`src/rtl/host_sense_pkg.sv`:
```
// Shared types for the host type detector.
package host_sense_pkg;

    // Sequencer phases, in the order they are visited.
    typedef enum logic [2:0] {
        HS_POWER,
        HS_SETTLE,
        HS_SAMPLE,
        HS_CONNECT,
        HS_FINAL
    } hs_state_t;

endpackage

```
`src/rtl/hs_line_sync.sv`:
```
// Multi-stage synchronizer for a group of asynchronous wire levels.
// Assumes: inputs may change at any time; reset value of every stage is 0.
module hs_line_sync #(
    parameter int STAGES = 2,
    parameter int WIDTH  = 2
) (
    input  logic             clk,
    input  logic             rst_n,
    input  logic [WIDTH-1:0] din,
    output logic [WIDTH-1:0] dout
);
    logic [WIDTH-1:0] stg [STAGES];

    // Shift the raw levels through the flop chain.
    always_ff @(posedge clk) begin
        if (!rst_n) begin
            for (int i = 0; i < STAGES; i++) stg[i] <= '0;
        end else begin
            stg[0] <= din;
            for (int i = 1; i < STAGES; i++) stg[i] <= stg[i-1];
        end
    end

    assign dout = stg[STAGES-1];
endmodule

```
`src/rtl/hs_span_count.sv`:
```
// Tick interval counter: counts ticks and flags the tick that ends an
// interval of limit_m1+1 ticks, then wraps to zero by itself.
// Assumes: limit_m1 is steady while an interval is in progress.
module hs_span_count #(
    parameter int W = 8
) (
    input  logic         clk,
    input  logic         rst_n,
    input  logic         clr,
    input  logic         tick,
    input  logic [W-1:0] limit_m1,
    output logic         last
);
    logic [W-1:0] cnt;

    assign last = tick && (cnt == limit_m1);

    // Advance on each tick, wrap at the end of the interval.
    always_ff @(posedge clk) begin
        if (!rst_n || clr) cnt <= '0;
        else if (last)     cnt <= '0;
        else if (tick)     cnt <= cnt + 1'b1;
    end
endmodule

```
`src/rtl/hs_run_track.sv`:
```
// Counts consecutive samples in which the wires read high and flags the
// sample that completes a run of RUN.
// Assumes: sample is a one-cycle strobe; clr holds the count at zero.
module hs_run_track #(
    parameter int RUN = 4
) (
    input  logic clk,
    input  logic rst_n,
    input  logic clr,
    input  logic sample,
    input  logic hi,
    output logic hit
);
    localparam int RW = $clog2(RUN + 1);
    localparam logic [RW-1:0] RUN_M1 = RW'(RUN - 1);

    logic [RW-1:0] cnt;

    assign hit = sample && hi && (cnt == RUN_M1);

    // Extend the run on a high sample, restart it on a low one.
    always_ff @(posedge clk) begin
        if (!rst_n || clr) cnt <= '0;
        else if (sample)   cnt <= hi ? cnt + 1'b1 : '0;
    end
endmodule

```
`src/rtl/host_sense.sv`:
```
// Power-up host type detector for a connector shared between low-speed USB
// and PS/2. Waits for stabilization and settling, samples both wires over a
// window, and then either declares PS/2 on a run of high samples or applies
// the D- pull-up and checks for the USB connect state.
// Assumes: us_tick is a one-cycle pulse; the wires are never driven here.
module host_sense #(
    parameter int TICKS_POR     = 128000,
    parameter int TICKS_SETTLE  = 10000,
    parameter int SAMPLE_TICKS  = 2,
    parameter int WINDOW_TICKS  = 1000,
    parameter int CONNECT_TICKS = 10,
    parameter int HIGH_RUN      = 4,
    parameter int SYNC_STAGES   = 2
) (
    input  logic clk,
    input  logic rst_n,
    input  logic us_tick,
    input  logic line_p,
    input  logic line_n,
    output logic pullup_en,
    output logic result_usb,
    output logic done
);
    import host_sense_pkg::*;

    localparam int LONG_A  = (TICKS_POR > TICKS_SETTLE) ? TICKS_POR : TICKS_SETTLE;
    localparam int LONG_B  = (CONNECT_TICKS > SAMPLE_TICKS) ? CONNECT_TICKS : SAMPLE_TICKS;
    localparam int LONGEST = (LONG_A > LONG_B) ? LONG_A : LONG_B;
    localparam int CW      = $clog2(LONGEST + 1);
    localparam int NSAMP   = WINDOW_TICKS / SAMPLE_TICKS;
    localparam int SW      = $clog2(NSAMP + 1);

    localparam logic [CW-1:0] POR_M1  = CW'(TICKS_POR - 1);
    localparam logic [CW-1:0] SET_M1  = CW'(TICKS_SETTLE - 1);
    localparam logic [CW-1:0] SMP_M1  = CW'(SAMPLE_TICKS - 1);
    localparam logic [CW-1:0] CON_M1  = CW'(CONNECT_TICKS - 1);
    localparam logic [SW-1:0] LAST_SC = SW'(NSAMP - 1);

    hs_state_t    st;
    logic [1:0]   lines_s;
    logic         p_s, n_s;
    logic [CW-1:0] limit_m1;
    logic         span_last;
    logic         sample;
    logic         run_hit;
    logic [SW-1:0] sc;

    hs_line_sync #(.STAGES(SYNC_STAGES), .WIDTH(2)) u_sync (
        .clk  (clk),
        .rst_n(rst_n),
        .din  ({line_p, line_n}),
        .dout (lines_s)
    );
    assign p_s = lines_s[1];
    assign n_s = lines_s[0];

    // Pick the interval length that belongs to the current phase.
    always_comb begin
        case (st)
            HS_POWER:   limit_m1 = POR_M1;
            HS_SETTLE:  limit_m1 = SET_M1;
            HS_SAMPLE:  limit_m1 = SMP_M1;
            HS_CONNECT: limit_m1 = CON_M1;
            default:    limit_m1 = '0;
        endcase
    end

    hs_span_count #(.W(CW)) u_span (
        .clk     (clk),
        .rst_n   (rst_n),
        .clr     (st == HS_FINAL),
        .tick    (us_tick),
        .limit_m1(limit_m1),
        .last    (span_last)
    );

    assign sample = (st == HS_SAMPLE) && span_last;

    hs_run_track #(.RUN(HIGH_RUN)) u_run (
        .clk   (clk),
        .rst_n (rst_n),
        .clr   (st != HS_SAMPLE),
        .sample(sample),
        .hi    (p_s | n_s),
        .hit   (run_hit)
    );

    // Phase sequencer, pull-up control and verdict latch.
    always_ff @(posedge clk) begin
        if (!rst_n) begin
            st         <= HS_POWER;
            pullup_en  <= 1'b0;
            result_usb <= 1'b0;
            done       <= 1'b0;
            sc         <= '0;
        end else begin
            done <= 1'b0;
            case (st)
                HS_POWER: if (span_last) st <= HS_SETTLE;
                HS_SETTLE: begin
                    sc <= '0;
                    if (span_last) st <= HS_SAMPLE;
                end
                HS_SAMPLE: begin
                    if (run_hit) begin
                        result_usb <= 1'b0;
                        done       <= 1'b1;
                        st         <= HS_FINAL;
                    end else if (sample) begin
                        if (sc == LAST_SC) begin
                            pullup_en <= 1'b1;
                            st        <= HS_CONNECT;
                        end else begin
                            sc <= sc + 1'b1;
                        end
                    end
                end
                HS_CONNECT: begin
                    if (span_last) begin
                        done <= 1'b1;
                        st   <= HS_FINAL;
                        if (!p_s && n_s) result_usb <= 1'b1;
                        else             pullup_en  <= 1'b0;
                    end
                end
                default: ;
            endcase
        end
    end
endmodule

```
`config.mk`:
```
export PLATFORM = sky130hd
export DESIGN_NAME = host_sense
export DESIGN_NICKNAME = d
export VERILOG_FILES = /design/src/rtl/host_sense_pkg.sv /design/src/rtl/hs_line_sync.sv /design/src/rtl/hs_span_count.sv /design/src/rtl/hs_run_track.sv /design/src/rtl/host_sense.sv
export SDC_FILE = /design/constraint.sdc
export NUM_CORES = 1
export LEC_CHECK = 0
export BUFFER_PORTS_ARGS = -buffer_cell sky130_fd_sc_hd__buf_2
export CAP_MARGIN = 20
export CORE_ASPECT_RATIO = 1.4
export CORE_MARGIN = 5
export CORE_UTILIZATION = 65
export CTS_CLUSTER_DIAMETER = 60
export DETAILED_ROUTE_END_ITERATION = 10
export GPL_ROUTABILITY_DRIVEN = 1
export GPL_TIMING_DRIVEN = 1
export PLACE_DENSITY = 0.87
export SETUP_SLACK_MARGIN = 0.5
export SYNTH_ARGS = -nofsm -noshare
export SYNTH_HDL_FRONTEND = slang
export SYNTH_SLANG_ARGS = --single-unit
export TNS_END_PERCENT = 30
```
`constraint.sdc`:
```
create_clock -name clk -period 5.3 [get_ports clk]
set_input_delay 1.06 -clock clk [delete_from_list [all_inputs] [get_ports clk]]
set_output_delay 1.06 -clock clk [all_outputs]
set_load 0.01 [all_outputs]
```
# Word-level counts from Yosys, hierarchy flattened

Memory sizes are Yosys's and may differ from the RTL's.
Index checks and enable logic that the tools add are counted.

$add $sub $neg: 3
Eq/ne operators: 20
Mux-type cells: 30
Bitwise logic cells: 3
Reduce and logical (&&, ||, !) cells: 18

Operators by type and width:

| operator              | count |
|---|---|
| $pmux 17 s4           | 1 |
| $mux 9                | 3 |
| $mux 3                | 7 |
| $pmux 9 s2            | 1 |
| $add 17x1->17 const B | 1 |
| $eq 17x17->1          | 1 |
| $ne 2x2->1 const B    | 8 |
| $mux 1                | 12 |
| $pmux 3 s4            | 1 |
| $reduce_and 6->1      | 2 |
| $add 9x1->9 const B   | 1 |
| $eq 3x2->1 const B    | 3 |
| $eq 9x9->1 const B    | 1 |
| $ne 3x2->1 const B    | 3 |
| $reduce_and 4->1      | 2 |
| $pmux 1 s2            | 3 |
| $logic_and 1x1->1     | 5 |
| $mux 2                | 2 |
| $ne 2x1->1 const B    | 2 |
| $reduce_bool 2->1     | 2 |
| $reduce_bool 4->1     | 1 |
| $add 3x1->3 const B   | 1 |
| $eq 3x1->1 const B    | 1 |
| $eq 3x3->1 const B    | 1 |
| 5 further kinds       | 9 |

Bits in registers: 35
RAM bits: 4
Input port bits: 5
Output and inout port bits: 3
Logic and storage cells: 82
Memories: 1

Memories:

| name       | words | bits a word | read ports | clocked after Yosys merged registers in | wr ports | line               | text |
|---|---|---|---|---|---|---|---|
| u_sync.stg | 2     | 2           | 2          | 0                                       | 2        | hs_line_sync.sv:12 | `logic [WIDTH-1:0] stg [STAGES];` |

# Depth between registers and ports, before layout

Depth in word-level cells: 9
Gate-level depth with buffers: 9
Gate-level depth less buffers: 7

# By module

From an unflattened synthesis, not the netlist that was laid out.

Cells, all modules: 240
Area, all modules: 2107.0 µm²

By module, submodules not included:

| module        | times used | cells each | area each (µm²) | sequential area each (µm²) |
|---|---|---|---|---|
| hs_span_count | 1          | 109        | 957.2           | 340.3 |
| host_sense    | 1          | 104        | 865.8           | 300.3 |
| hs_run_track  | 1          | 17         | 163.9           | 60.1 |
| hs_line_sync  | 1          | 10         | 120.1           | 80.1 |

# Worst setup path before layout

Ideal clock, no wire load.

Path kind: in2reg
Start: input port us_tick
End: register st[0]
Setup time: 0.079 ns
Arrival: 2.761 ns
Required time: 5.221 ns
Slack: 2.459 ns
Stages: 7
Path buffers: 2
Cells stage by stage: clkbuf_1 nor4b_1 nand3_1 or3_1 buf_2 a2111o_1 a211oi_2

Longest elaborated chain between the ends: 6
Elaborated cells between the ends (all ways): 12
Classes of those cells: eq/ne: 5; mux: 2; reduce/logical: 5

RTL lines:

| what                                                            | line                | text |
|---|---|---|
| from (decl)                                                     | host_sense.sv:17    | `input logic us_tick,` |
| $logic_and 1x1->1 *                                             | hs_span_count.sv:16 | `assign last = tick && (cnt == limit_m1);` |
| $logic_and 1x1->1                                               | host_sense.sv:77    | `assign sample = (st == HS_SAMPLE) && span_last;` |
| $logic_and 1x1->1 (2 in series)                                 | hs_run_track.sv:19  | `assign hit = sample && hi && (cnt == RUN_M1);` |
| $ne 3x2->1 (no line) / $mux 3 (equally long branches)           | -                   |  |
| $reduce_and 6->1 (no line) / $pmux 3 s4 (equally long branches) | -                   |  |
| to (signal assigned)                                            | host_sense.sv:91    | `st <= HS_POWER;` |
| to (signal assigned)                                            | host_sense.sv:99    | `HS_POWER: if (span_last) st <= HS_SETTLE;` |
| to (signal assigned)                                            | host_sense.sv:102   | `if (span_last) st <= HS_SAMPLE;` |
| to (decl)                                                       | host_sense.sv:39    | `hs_state_t st;` |

Mark *: on every way between the ends. The rest lies on a longest branch, timed or not.
A chain may end at the register's enable or synchronous reset.

# Worst setup path after layout

Start: register st[2]
End: register u_span.cnt[3]

Longest elaborated chain between the ends: 5
Elaborated cells between the ends (all ways): 10
Classes of those cells: eq/ne: 5; mux: 1; reduce/logical: 4

RTL lines:

| what                                     | line                | text |
|---|---|---|
| $eq 3x2->1, or another cell as far along | host_sense.sv:59    | `case (st)` |
| $pmux 17 s4                              | host_sense.sv:59    |  |
| $eq 17x17->1                             | hs_span_count.sv:16 |  |
| $logic_and 1x1->1                        | hs_span_count.sv:16 |  |
| $reduce_or 2->1 (no line) *              | -                   |  |
| to (signal assigned)                     | hs_span_count.sv:22 | `else if (tick) cnt <= cnt + 1'b1;` |
| to (decl)                                | hs_span_count.sv:14 | `logic [W-1:0] cnt;` |

Marks and branches as above.

==> flow_metrics.tcl <==
set metrics [dict create \
    clock_path_buffers 2 \
    synth_mux_area_share_pct 1.49 \
    cts_tree "yes" \
    synth_fa_ha_area_share_pct 2.49 \
    grt_first_pass_wirelength_um 6890 \
    avgSynthCellArea_sq_um 8.38 \
    cts_resized 0 \
    numPortBuffers 7 \
    drtIter0Drc 50 \
    h-tree-depth 2 \
    synthTopCellsByArea "dfxtp_1 (39%), nor2_1 (5.8%), nand2_1 (4.1%)" \
    crit_path_frequent_cell "or3_1" \
    setup_viol 0 \
    drc 0 \
    reg2reg_slack_ps 2290 \
    drt_first_pass_iters 4 \
    synth_top_area_share_pct 38.8 \
    rows 24 \
    synthArstFlopShare_pct 0 \
    worstSetupEndpointType "register" \
    ctsHoldBuffers 0 \
    criticalPathCategory "register to register" \
    syn_area_sq_um 2010 \
    insertion_delay_ps 290 \
    yosysWarningCount 0 \
    fin_crit_ps 3010 \
    crit_path_top_delay_cell "or3_1" \
    p_int_uw 421 \
    peakVddDrop_mv 0.231 \
    rsz0062_at_grt "false" \
    rr_worst_depth 6 \
    core_area_sq_um 3060 \
    worstPathMaxFanout 19 \
    grt_use_total_pct 20.0 \
    gp_congestion 0.839 \
    worst_ep_arrival_time_ps 3150 \
    num-nets-final 253 \
    ys_seq_elements 39 \
    die_area_sq_um 4320 \
    cap_viol_max_count 0 \
    p_seq_share_pct 56.4 \
    synth_edf_count 0 \
    syn_inst 240 \
    slowest_delay_ps 600 \
    critPathCapture "u_span.cnt[3]" \
    synth-xor-area-share_pct 7.40 \
    switching_share_pct 20.6 \
    drt_wl_total_um 3910 \
    cts_setup_buffers 0 \
    clock_skew_ps 8.27 \
    tns_ps 0 \
    vias 1702 \
    initial_core_util_pct 65.7 \
    worstReg2RegStart "st[2]" \
    dp_hpwl_um 2860 \
    rr_endpoint "u_span.cnt[3]" \
    critPathRequiredTime_ps 5450 \
    synth_area_leader_cell "dfxtp_1" \
    start_kind "register" \
    synth_top_family_by_area "simple AND/OR/NAND/NOR gates" \
    root_buffer "clkbuf_8" \
    comb_power_share_pct 2.7 \
    max_freq_ghz 0.333 \
    wl_per_cell_um 13.8 \
    area_delta_synth_final_pct 6.41 \
    cp_cell_sequence "or4_1, or3_1, and2_1, or3_1, nand3_1, nor2_1" \
    synth_fp_nets 249 \
    clkSinkCount 39 \
    power_frac_clock_pct 40.8 \
    synth_flop_cell "dfxtp_1" \
    startpoint "st[2]" \
    gr-total-overflow 0 \
    synth_compound_area_share_pct 13.9 \
    synth.distinct_cells 44 \
    cellPowerDensity_nw_per_um2 248 \
    hp-class "register to register" \
    utilization_pct 69.9 \
    synth-simple-area-share_pct 32.6 \
    power_switching_uw 109 \
    die_y_um 75.8 \
    final_max_slew_viol_count 0 \
    fill_cells 262 \
    synth.yosys.seq_area_share_pct 38.8 \
    hold_viol 0 \
    viasPerCell 5.99 \
    tightest_slew_ps 631 \
    yosysMostFrequentCell "dfxtp_1" \
    ant_nets 0 \
    drive_above_1_share_pct 7.76 \
    status "completed" \
    clkTransAtPathRegs_ps 70 \
    netlist_top_cells_count "dfxtp_1 (39), nor2_1 (31), nand2_1 (22), a21oi_1 (13)" \
    cts_inserted_buffers 5 \
    pin_count 8 \
    maxSlewHeadroom_pct 57.8 \
    antenna_found_initial 0 \
    p_leak_uw 0.000759 \
    grt_pass1_vias 1566 \
    finalCritPeriodShare_pct 56.7 \
    n_antenna_cell 0 \
    die_x_um 57.0 \
    grt_max_degree 20 \
]
-- state kept, by name, indices dropped and copies added, names as in the netlist --
register    flops
u_span.cnt     17
st              3
u_sync.stg      4
result_usb      1
sc              9
u_run.cnt       3
done            1
pullup_en       1
-- logic make-up (layout without fill, tap and decap cells) --
family          Yosys count  count (layout)
fa+ha+maj                 4               4
buf+inv                  13              18
compound gates           42              42
xor+xnor                 17              17
flops                    39              39
simple gates            122             122
mux                       3               3
-- worst min path at each step --
| stage | startpoint | cells past startpoint | end | slack [ps] |
|---|---|---|---|---|
| final | u_sync.stg[0][0] | 1 | u_sync.stg[0][2] | 440 |
| after global routing | u_sync.stg[0][0] | 1 | u_sync.stg[0][2] | 460 |
| after CTS | u_sync.stg[0][0] | 1 | u_sync.stg[0][2] | 440 |
| after detailed placement | u_sync.stg[0][0] | 1 | u_sync.stg[0][2] | 420 |
| after global placement | u_sync.stg[0][0] | 1 | u_sync.stg[0][2] | 410 |
| after floorplan | u_sync.stg[0][0] | 1 | u_sync.stg[0][2] | 410 |
-- metal layers --
metal / vias to the layer above / routed length [um] / GRT usage [%]
li1: 866 / - / -
met1: 811 / 1710 / 23.1
met2: 20 / 2020 / 35.3
met3: 5 / 122 / 5.25
met4: 0 / 51 / 8.25
met5: - / 0 / 0
-- power by group through the flow --
| stage | sequential, uW | combinational, uW | clock, uW |
|---|---|---|---|
| after floorplan | 305 | 11.4 | 0 |
| after global placement | 306 | 14.4 | 0 |
| after detailed placement | 306 | 14.6 | 0 |
| after CTS | 299 | 14.7 | 221 |
| after global routing | 299 | 16.4 | 235 |
| final | 299 | 14.5 | 216 |
-- cell usage in the layout (no fill, tap or decap), types with 6 or more instances in the layout --
cell	instances
or3_1	8
nand3_1	10
dfxtp_1	39
nand2_1	22
xor2_1	9
buf_2	7
a21oi_1	13
clkbuf_8	7
or4_1	8
o21ai_0	10
nand4_1	6
nor2_1	31
xnor2_1	8
-- through the flow --
| step | total power [uW] | std cells | setup WS [ps] | hold slack (ps) | area (sq um) |
|---|---|---|---|---|---|
| after global routing | 551 | 284 | 2070 | 459 | 2140 |
| final | 530 | 284 | 2290 | 437 | 2140 |
| after detailed placement | 320 | 276 | 2200 | 423 | 2040 |
| after CTS | 534 | 284 | 2310 | 440 | 2140 |
| after global placement | 320 | 276 | 2220 | 413 | 2040 |
| after floorplan | 316 | 240 | 2460 | 412 | 2010 |
-- worst max-delay path, delay by kind of cell, from the launching register on --
kind / cells / cell delay [ps]
and+or+nand+nor: 6 / 2370
DFF: 1 / 490
-- final cells by class --
type | count | area (sq um) | area share [%]
flip-flops and latches | 39 | 781 | 36.5
repair buffers | 7 | 35.0 | 1.64
clock buffers | 8 | 100 | 4.68
multi-input cells | 188 | 1160 | 54.4
well taps | 39 | 48.8 | 2.28
inverters | 3 | 11.3 | 0.526
Note: power is estimated with default switching activity, not from simulation.
